[config.mk]
export PLATFORM = sky130hd
export DESIGN_NAME = linkreg_ctrl
export DESIGN_NICKNAME = d
export VERILOG_FILES = /design/src/rtl/linkreg_pkg.sv /design/src/rtl/linkreg_store.sv /design/src/rtl/sc_flit_builder.sv /design/src/rtl/status_xlate.sv /design/src/rtl/linkreg_ctrl.sv
export SDC_FILE = /design/constraint.sdc
export NUM_CORES = 1
export LEC_CHECK = 0
export CAP_MARGIN = 10
export CORE_MARGIN = 2
export CORE_UTILIZATION = 51
export DETAILED_ROUTE_END_ITERATION = 16
export PLACE_DENSITY = 0.82
export SLEW_MARGIN = 20
export SYNTH_ARGS = -nofsm -noshare
export SYNTH_HDL_FRONTEND = slang
export SYNTH_SLANG_ARGS = --single-unit
[constraint.sdc]
create_clock -name clk -period 2.45 [get_ports clk]
set_input_delay 0.3675 -clock clk [delete_from_list [all_inputs] [get_ports clk]]
set_output_delay 0.3675 -clock clk [all_outputs]
set_load 0.005 [all_outputs]
[src/rtl/linkreg_pkg.sv]
package linkreg_pkg;

  typedef enum logic [2:0] {
    ST_IDLE    = 3'd0,
    ST_RD_REQ  = 3'd1,
    ST_RD_WAIT = 3'd2,
    ST_SC_SEND = 3'd3,
    ST_SC_WAIT = 3'd4,
    ST_RESP    = 3'd5
  } lr_state_e;

  localparam logic CMD_READ = 1'b0;
  localparam logic CMD_CAS  = 1'b1;

  localparam int FLITS_LONG  = 4;
  localparam int FLITS_SHORT = 2;

endpackage

[src/rtl/linkreg_store.sv]
module linkreg_store #(
  parameter int ADDR_W = 32,
  parameter int DATA_W = 64
) (
  input  logic              clk,
  input  logic              rst_n,
  input  logic              set_en,
  input  logic              clr_en,
  input  logic [ADDR_W-1:0] set_addr,
  input  logic              set_long,
  input  logic              data_en,
  input  logic [DATA_W-1:0] data_in,
  input  logic [ADDR_W-1:0] probe_addr,
  input  logic              probe_long,
  output logic              probe_match,
  output logic              valid_q,
  output logic [ADDR_W-1:0] addr_q,
  output logic              long_q,
  output logic [DATA_W-1:0] data_q
);

  logic              valid_d;
  logic [ADDR_W-1:0] addr_d;
  logic              long_d;
  logic [DATA_W-1:0] data_d;

  always_comb begin
    valid_d = valid_q;
    addr_d  = addr_q;
    long_d  = long_q;
    data_d  = data_q;
    if (set_en) begin
      valid_d = 1'b1;
      addr_d  = set_addr;
      long_d  = set_long;
    end else if (clr_en) begin
      valid_d = 1'b0;
    end
    if (data_en) begin
      data_d = data_in;
    end
  end

  always_ff @(posedge clk or negedge rst_n) begin
    if (!rst_n) begin
      valid_q <= 1'b0;
      addr_q  <= '0;
      long_q  <= 1'b0;
      data_q  <= '0;
    end else begin
      valid_q <= valid_d;
      addr_q  <= addr_d;
      long_q  <= long_d;
      data_q  <= data_d;
    end
  end

  assign probe_match = valid_q && (addr_q == probe_addr) && (long_q == probe_long);

endmodule

[src/rtl/sc_flit_builder.sv]
module sc_flit_builder #(
  parameter int WORD_W = 32,
  parameter int SLOTS  = 4,
  localparam int IDX_W = $clog2(SLOTS)
) (
  input  logic [2*WORD_W-1:0] old_data,
  input  logic [2*WORD_W-1:0] new_data,
  input  logic                is_long,
  input  logic [IDX_W-1:0]    idx,
  output logic [WORD_W-1:0]   flit,
  output logic                last
);

  logic [WORD_W-1:0] long_slot [SLOTS];
  logic [WORD_W-1:0] short_flit;

  for (genvar g = 0; g < SLOTS; g++) begin : g_slot
    if (g < SLOTS/2) begin : g_old
      assign long_slot[g] = old_data[g*WORD_W +: WORD_W];
    end else begin : g_new
      assign long_slot[g] = new_data[(g-SLOTS/2)*WORD_W +: WORD_W];
    end
  end

  assign short_flit = idx[0] ? new_data[WORD_W-1:0] : old_data[WORD_W-1:0];
  assign flit = is_long ? long_slot[idx] : short_flit;
  assign last = is_long ? (idx == IDX_W'(SLOTS-1)) : (idx == IDX_W'(SLOTS/2-1));

endmodule

[src/rtl/status_xlate.sv]
module status_xlate #(
  parameter int  OUT_W           = 64,
  parameter bit  SUCCESS_NONZERO = 1'b1
) (
  input  logic             mem_fail,
  output logic [OUT_W-1:0] result
);

  if (SUCCESS_NONZERO) begin : g_invert
    assign result = {{(OUT_W-1){1'b0}}, ~mem_fail};
  end else begin : g_pass
    assign result = {{(OUT_W-1){1'b0}}, mem_fail};
  end

endmodule

[src/rtl/linkreg_ctrl.sv]
module linkreg_ctrl
  import linkreg_pkg::*;
#(
  parameter int ADDR_W          = 32,
  parameter int WORD_W          = 32,
  parameter bit SUCCESS_NONZERO = 1'b1
) (
  input  logic                clk,
  input  logic                rst_n,
  input  logic                cpu_req_valid,
  output logic                cpu_req_ready,
  input  logic                cpu_req_sc,
  input  logic                cpu_req_long,
  input  logic [ADDR_W-1:0]   cpu_req_addr,
  input  logic [2*WORD_W-1:0] cpu_req_wdata,
  output logic                cpu_rsp_valid,
  output logic [2*WORD_W-1:0] cpu_rsp_data,
  output logic                mem_cmd_valid,
  input  logic                mem_cmd_ready,
  output logic                mem_cmd_kind,
  output logic [ADDR_W-1:0]   mem_cmd_addr,
  output logic                mem_cmd_long,
  output logic [WORD_W-1:0]   mem_cmd_data,
  output logic                mem_cmd_last,
  input  logic                mem_rsp_valid,
  input  logic [2*WORD_W-1:0] mem_rsp_data,
  input  logic                coh_inval,
  input  logic                coh_update
);

  localparam int DATA_W = 2*WORD_W;
  localparam int IDX_W  = $clog2(FLITS_LONG);

  lr_state_e         state_q, state_d;
  logic [IDX_W-1:0]  idx_q, idx_d;
  logic [DATA_W-1:0] wdata_q, wdata_d;
  logic [DATA_W-1:0] rsp_q, rsp_d;

  logic              req_acc;
  logic              link_match;
  logic              link_valid;
  logic [ADDR_W-1:0] link_addr;
  logic              link_long;
  logic [DATA_W-1:0] link_data;
  logic              set_en, clr_en, data_en, wdata_en;
  logic [DATA_W-1:0] rd_masked;
  logic [WORD_W-1:0] flit_w;
  logic              flit_last_w;
  logic [DATA_W-1:0] cas_result;
  logic [DATA_W-1:0] fail_code;
  logic              coh_unused;

  // Coherence traffic deliberately has no path into the link register.
  assign coh_unused = coh_inval | coh_update;

  assign req_acc = cpu_req_valid && (state_q == ST_IDLE);

  linkreg_store #(.ADDR_W(ADDR_W), .DATA_W(DATA_W)) u_store (
    .clk        (clk),
    .rst_n      (rst_n),
    .set_en     (set_en),
    .clr_en     (clr_en),
    .set_addr   (cpu_req_addr),
    .set_long   (cpu_req_long),
    .data_en    (data_en),
    .data_in    (rd_masked),
    .probe_addr (cpu_req_addr),
    .probe_long (cpu_req_long),
    .probe_match(link_match),
    .valid_q    (link_valid),
    .addr_q     (link_addr),
    .long_q     (link_long),
    .data_q     (link_data)
  );

  sc_flit_builder #(.WORD_W(WORD_W), .SLOTS(FLITS_LONG)) u_flits (
    .old_data(link_data),
    .new_data(wdata_q),
    .is_long (link_long),
    .idx     (idx_q),
    .flit    (flit_w),
    .last    (flit_last_w)
  );

  status_xlate #(.OUT_W(DATA_W), .SUCCESS_NONZERO(SUCCESS_NONZERO)) u_xlate_mem (
    .mem_fail(mem_rsp_data[0]),
    .result  (cas_result)
  );

  status_xlate #(.OUT_W(DATA_W), .SUCCESS_NONZERO(SUCCESS_NONZERO)) u_xlate_local (
    .mem_fail(1'b1),
    .result  (fail_code)
  );

  assign rd_masked = link_long ? mem_rsp_data
                               : {{WORD_W{1'b0}}, mem_rsp_data[WORD_W-1:0]};

  // Next-state logic
  always_comb begin
    state_d  = state_q;
    idx_d    = idx_q;
    wdata_d  = wdata_q;
    rsp_d    = rsp_q;
    set_en   = 1'b0;
    clr_en   = 1'b0;
    data_en  = 1'b0;
    wdata_en = 1'b0;
    unique case (state_q)
      ST_IDLE: begin
        if (req_acc) begin
          if (!cpu_req_sc) begin
            if (link_match) begin
              rsp_d   = link_data;
              state_d = ST_RESP;
            end else begin
              set_en  = 1'b1;
              state_d = ST_RD_REQ;
            end
          end else begin
            clr_en = 1'b1;
            if (link_match) begin
              wdata_en = 1'b1;
              idx_d    = '0;
              state_d  = ST_SC_SEND;
            end else begin
              rsp_d   = fail_code;
              state_d = ST_RESP;
            end
          end
        end
      end
      ST_RD_REQ: begin
        if (mem_cmd_ready) state_d = ST_RD_WAIT;
      end
      ST_RD_WAIT: begin
        if (mem_rsp_valid) begin
          data_en = 1'b1;
          rsp_d   = rd_masked;
          state_d = ST_RESP;
        end
      end
      ST_SC_SEND: begin
        if (mem_cmd_ready) begin
          if (flit_last_w) state_d = ST_SC_WAIT;
          else             idx_d   = idx_q + IDX_W'(1);
        end
      end
      ST_SC_WAIT: begin
        if (mem_rsp_valid) begin
          rsp_d   = cas_result;
          state_d = ST_RESP;
        end
      end
      ST_RESP: begin
        state_d = ST_IDLE;
      end
      default: begin
        state_d = ST_IDLE;
      end
    endcase
    if (wdata_en) wdata_d = cpu_req_wdata;
  end

  // Registers
  always_ff @(posedge clk or negedge rst_n) begin
    if (!rst_n) begin
      state_q <= ST_IDLE;
      idx_q   <= '0;
      wdata_q <= '0;
      rsp_q   <= '0;
    end else begin
      state_q <= state_d;
      idx_q   <= idx_d;
      wdata_q <= wdata_d;
      rsp_q   <= rsp_d;
    end
  end

  assign cpu_req_ready = (state_q == ST_IDLE);
  assign cpu_rsp_valid = (state_q == ST_RESP);
  assign cpu_rsp_data  = rsp_q;

  assign mem_cmd_valid = (state_q == ST_RD_REQ) || (state_q == ST_SC_SEND);
  assign mem_cmd_kind  = (state_q == ST_SC_SEND) ? CMD_CAS : CMD_READ;
  assign mem_cmd_addr  = link_addr;
  assign mem_cmd_long  = link_long;
  assign mem_cmd_data  = (state_q == ST_SC_SEND) ? flit_w : '0;
  assign mem_cmd_last  = (state_q == ST_SC_SEND) ? flit_last_w : 1'b1;

endmodule

==> results of run 1 <==
[cells in the mapped netlist, drive strengths merged]
| library cell | count | area (um^2) |
|---|---|---|
| a211o | 1 | 8.76 |
| a21o | 2 | 15.0 |
| a21oi | 39 | 199 |
| a221oi | 64 | 561 |
| a22o | 1 | 8.76 |
| a22oi | 1 | 12.5 |
| a2bb2oi | 31 | 459 |
| a311oi | 1 | 26.3 |
| a31oi | 1 | 6.26 |
| a32o | 33 | 330 |
| and2 | 3 | 18.8 |
| and3 | 1 | 6.26 |
| and4bb | 1 | 12.5 |
| buf | 48 | 263 |
| clkbuf | 64 | 240 |
| dfrtp | 231 | 5780 |
| ha | 2 | 25.0 |
| inv | 38 | 143 |
| mux2 | 151 | 1700 |
| mux2i | 31 | 310 |
| mux4 | 12 | 270 |
| nand2 | 92 | 348 |
| nand2b | 5 | 31.3 |
| nand3 | 4 | 20.0 |
| nand4 | 6 | 37.5 |
| nor2 | 37 | 146 |
| nor2b | 2 | 12.5 |
| nor3 | 35 | 175 |
| nor3b | 2 | 20.0 |
| nor4 | 4 | 43.8 |
| o211ai | 1 | 7.51 |
| o21a | 1 | 7.51 |
| o21ai | 53 | 265 |
| o21bai | 1 | 7.51 |
| o221ai | 85 | 744 |
| o22a | 1 | 8.76 |
| o2bb2ai | 1 | 8.76 |
| o31ai | 1 | 7.51 |
| o32ai | 1 | 8.76 |
| or2 | 4 | 25.0 |
| or3 | 3 | 18.8 |
| xnor2 | 18 | 158 |
| xor2 | 16 | 140 |
[worst register-to-register path, delay by kind of cell, from the launching register on]
family	cells	cell delay [ps]
and+or+nand+nor	4	1000
DFF	1	420
buffers and inverters	2	360
muxes	1	280
adders and majority gates	1	220
xor gates and xnor gates	1	180
[final cells by class]
cell class / instances / area [um^2] / area share
clock buffers: 34 / 709 / 0.0395
clock inverters: 10 / 124 / 0.00689
inverters: 38 / 143 / 0.00794
multi-input cells: 749 / 6620 / 0.368
flip-flops and latches: 231 / 5790 / 0.322
well taps: 324 / 405 / 0.0226
repair buffers: 399 / 4180 / 0.233
[stage by stage]
step	TNS [ps]	instance area [um^2]	total power, mW	util	worst slack [ps]
after floorplan	0	12600	11.4	-	153
after global placement	-42810	16200	14.8	0.667	-313
after detailed placement	-54400	16200	15.1	0.667	-409
after CTS	-2590	17400	19.7	0.714	-172
after global routing	-18470	18000	21.5	0.739	-232
final	-9000	18000	20.5	0.739	-195
[worst paths after layout]
kind,cells past startpoint,from,endpoint,slack (ps)
hold reg to reg,2,u_store.valid_q,u_store.valid_q,470
setup reg to reg,9,u_store.addr_q[3],wdata_q[58],-120
min in group clk,3,mem_rsp_data[39],u_store.data_q[39],420
max in group asynchronous,3,rst_n,cpu_rsp_data[19],1280
hold / removal,2,rst_n,wdata_q[59],320
setup / recovery,7,idx_q[0],mem_cmd_data[5],-200
[power by group through the flow]
| stage | clock network [mW] | logic (mW) | registers, mW |
|---|---|---|---|
| after floorplan | 0 | 5.24 | 6.12 |
| after global placement | 0 | 8.37 | 6.44 |
| after detailed placement | 0 | 8.59 | 6.55 |
| after CTS | 3.89 | 9.35 | 6.48 |
| after global routing | 4.07 | 10.7 | 6.72 |
| final | 3.87 | 10.0 | 6.58 |
[state kept, by name, indices dropped and copies added, names as in the netlist]
register and count:
cpu_rsp_data 64, idx_q 2, state_q 3, u_store.addr_q 32, u_store.data_q 64, u_store.long_q 1, u_store.valid_q 1, wdata_q 64
[kinds of logic after synthesis]
family,share of synthesized area
AND/OR/NAND/NOR,0.0725
flip-flops,0.457
multiplexers,0.180
buffers and inverters,0.0511
AO/OA/AOI/OAI,0.213
XOR/XNOR,0.0236
adder cells (fa/ha/maj),0.00198
[per-layer routing]
| layer | up-vias | part of all wire | GRT usage |
|---|---|---|---|
| li1 | 4955 | - | - |
| met1 | 5724 | 0.39 | 0.396 |
| met2 | 622 | 0.49 | 0.494 |
| met3 | 102 | 0.090 | 0.0701 |
| met4 | 2 | 0.030 | 0.0873 |
| met5 | - | 0.00031 | 0 |
[what timing repair did]
| action | 4_1_cts | 5_1_grt |
|---|---|---|
| gates cloned | 4 | 11 |
| pin swaps | 14 | 21 |
| buffers inserted | 17 | 12 |
| hold buffers | 1 | 0 |
| setup endpoints to repair | 34 | 146 |
| gates resized for setup | 106 | 95 |
| hold endpoints to repair | 37 | 0 |
==> results.sh, run 1 <==
export IMPL_avgRoutedWirePerCell_um=23.7
export IMPL_coreArea_um2=24300
export IMPL_cpPeakStageDelay_ps=530
export IMPL_grt_overflow=0
export IMPL_violations="setup timing"
export IMPL_fmax_mhz=378
export IMPL_tritoncts="done"
export IMPL_cts_buffers=25
export IMPL_vias_per_cell=6.39
export IMPL_slowest_stage="dfrtp_4"
export IMPL_pin_count=303
export IMPL_power_switching_mw=7.64
export IMPL_grt_pass1_wl_um=62000
export IMPL_skew_ps=20.4
export IMPL_setup_viol=125
export IMPL_rows=57
export IMPL_syn_cell_area_um2=12600
export IMPL_grt_pass1_vias=11200
export IMPL_postSynthCellCount=1129
export IMPL_layout_common_cells="clkdlybuf4s50_1, dfrtp_1, mux2_2"
export IMPL_p_sw_frac=0.373
export IMPL_pwr_share_seq=0.321
export IMPL_ys_ff_latch=231
export IMPL_path_clk_slew_ps=70
export IMPL_synth_cell_types=52
export IMPL_holdWs_ps=323
export IMPL_wl_um=42400
export IMPL_period_share=1.08
export IMPL_cts_root_buf="clkbuf_16"
export IMPL_avgSynthCellArea_um2=11.2
export IMPL_slew_viol_final=0
export IMPL_synth_net_count=1300
export IMPL_critPathLaunchType="register"
export IMPL_fillers=1538
export IMPL_drv_cap=0
export IMPL_antenna_found_initial=1
export IMPL_post_place_cells=1696
export IMPL_hold_violations=0
export IMPL_insertion_delay_ps=550
export IMPL_start_util=0.520
export IMPL_antenna_left=0
export IMPL_area_growth_pct=42.2
export IMPL_p_per_area_nw_per_um2=1140
export IMPL_internal_power_mw=12.8
export IMPL_die_w_um=161
export IMPL_p_clk_frac=0.189
export IMPL_die_area_um2=26100
export IMPL_path_delay_family="buffers and inverters"
export IMPL_hold_class="primary input to asynchronous set/reset pin"
export IMPL_period_needed_ps=2650
export IMPL_drt_pass1_iterations=5
export IMPL_die_h_um=161
export IMPL_critPathCaptureType="primary output"
export IMPL_port_buffer_count=300
export IMPL_crit_arrival_ps=2280
export IMPL_path_cells="buf_6 -> buf_8 -> buf_4 -> mux4_2 -> a21oi_2 -> nor2_1 -> buf_2"
export IMPL_yosysWarningCount=0
export IMPL_slew_headroom=0.547
export IMPL_nNetsFinal=1615
export IMPL_rsz0062_at_grt="yes"
export IMPL_dr_total_vias=11400
export IMPL_status="finished with violations"
export IMPL_p_leak_nw=7.81
export IMPL_critPathMaxFanout=8
export IMPL_worstPathRequired_ps=2080
export IMPL_cp_num_buf_inv=4
export IMPL_combPwrFrac=0.490
export IMPL_grt_max_degree=68
export IMPL_timing_final_ws_setup_ps=-195
export IMPL_clock_path_buffers=3
export IMPL_cts_htree_levels=1
export IMPL_layout_commonest_cell="clkdlybuf4s50_1"
export IMPL_cts_sinks=231
export IMPL_hpwl_um=27000
export IMPL_crit_type="register to primary output"
export IMPL_layout_drive_gt1_share=0.285
export IMPL_worst_pin_slew_ps=679
export IMPL_gp_routability_congestion=0.899
export IMPL_fin_cells=1785
export IMPL_drt_iter0_drc=1153
export IMPL_grt_use_total=0.299
export IMPL_antenna_cells=0
export IMPL_drc_errors=0
export IMPL_ys_seq_area_frac=0.457
export IMPL_ir_worst_vdd_uv=732
(Power assumes the default switching activity.)
==> run 2: changes to the inputs <==
ABC_AREA = 0   (was unset)
==> results of run 2 <==
The final DEF is identical to that of run 1; final timing and power are the same.
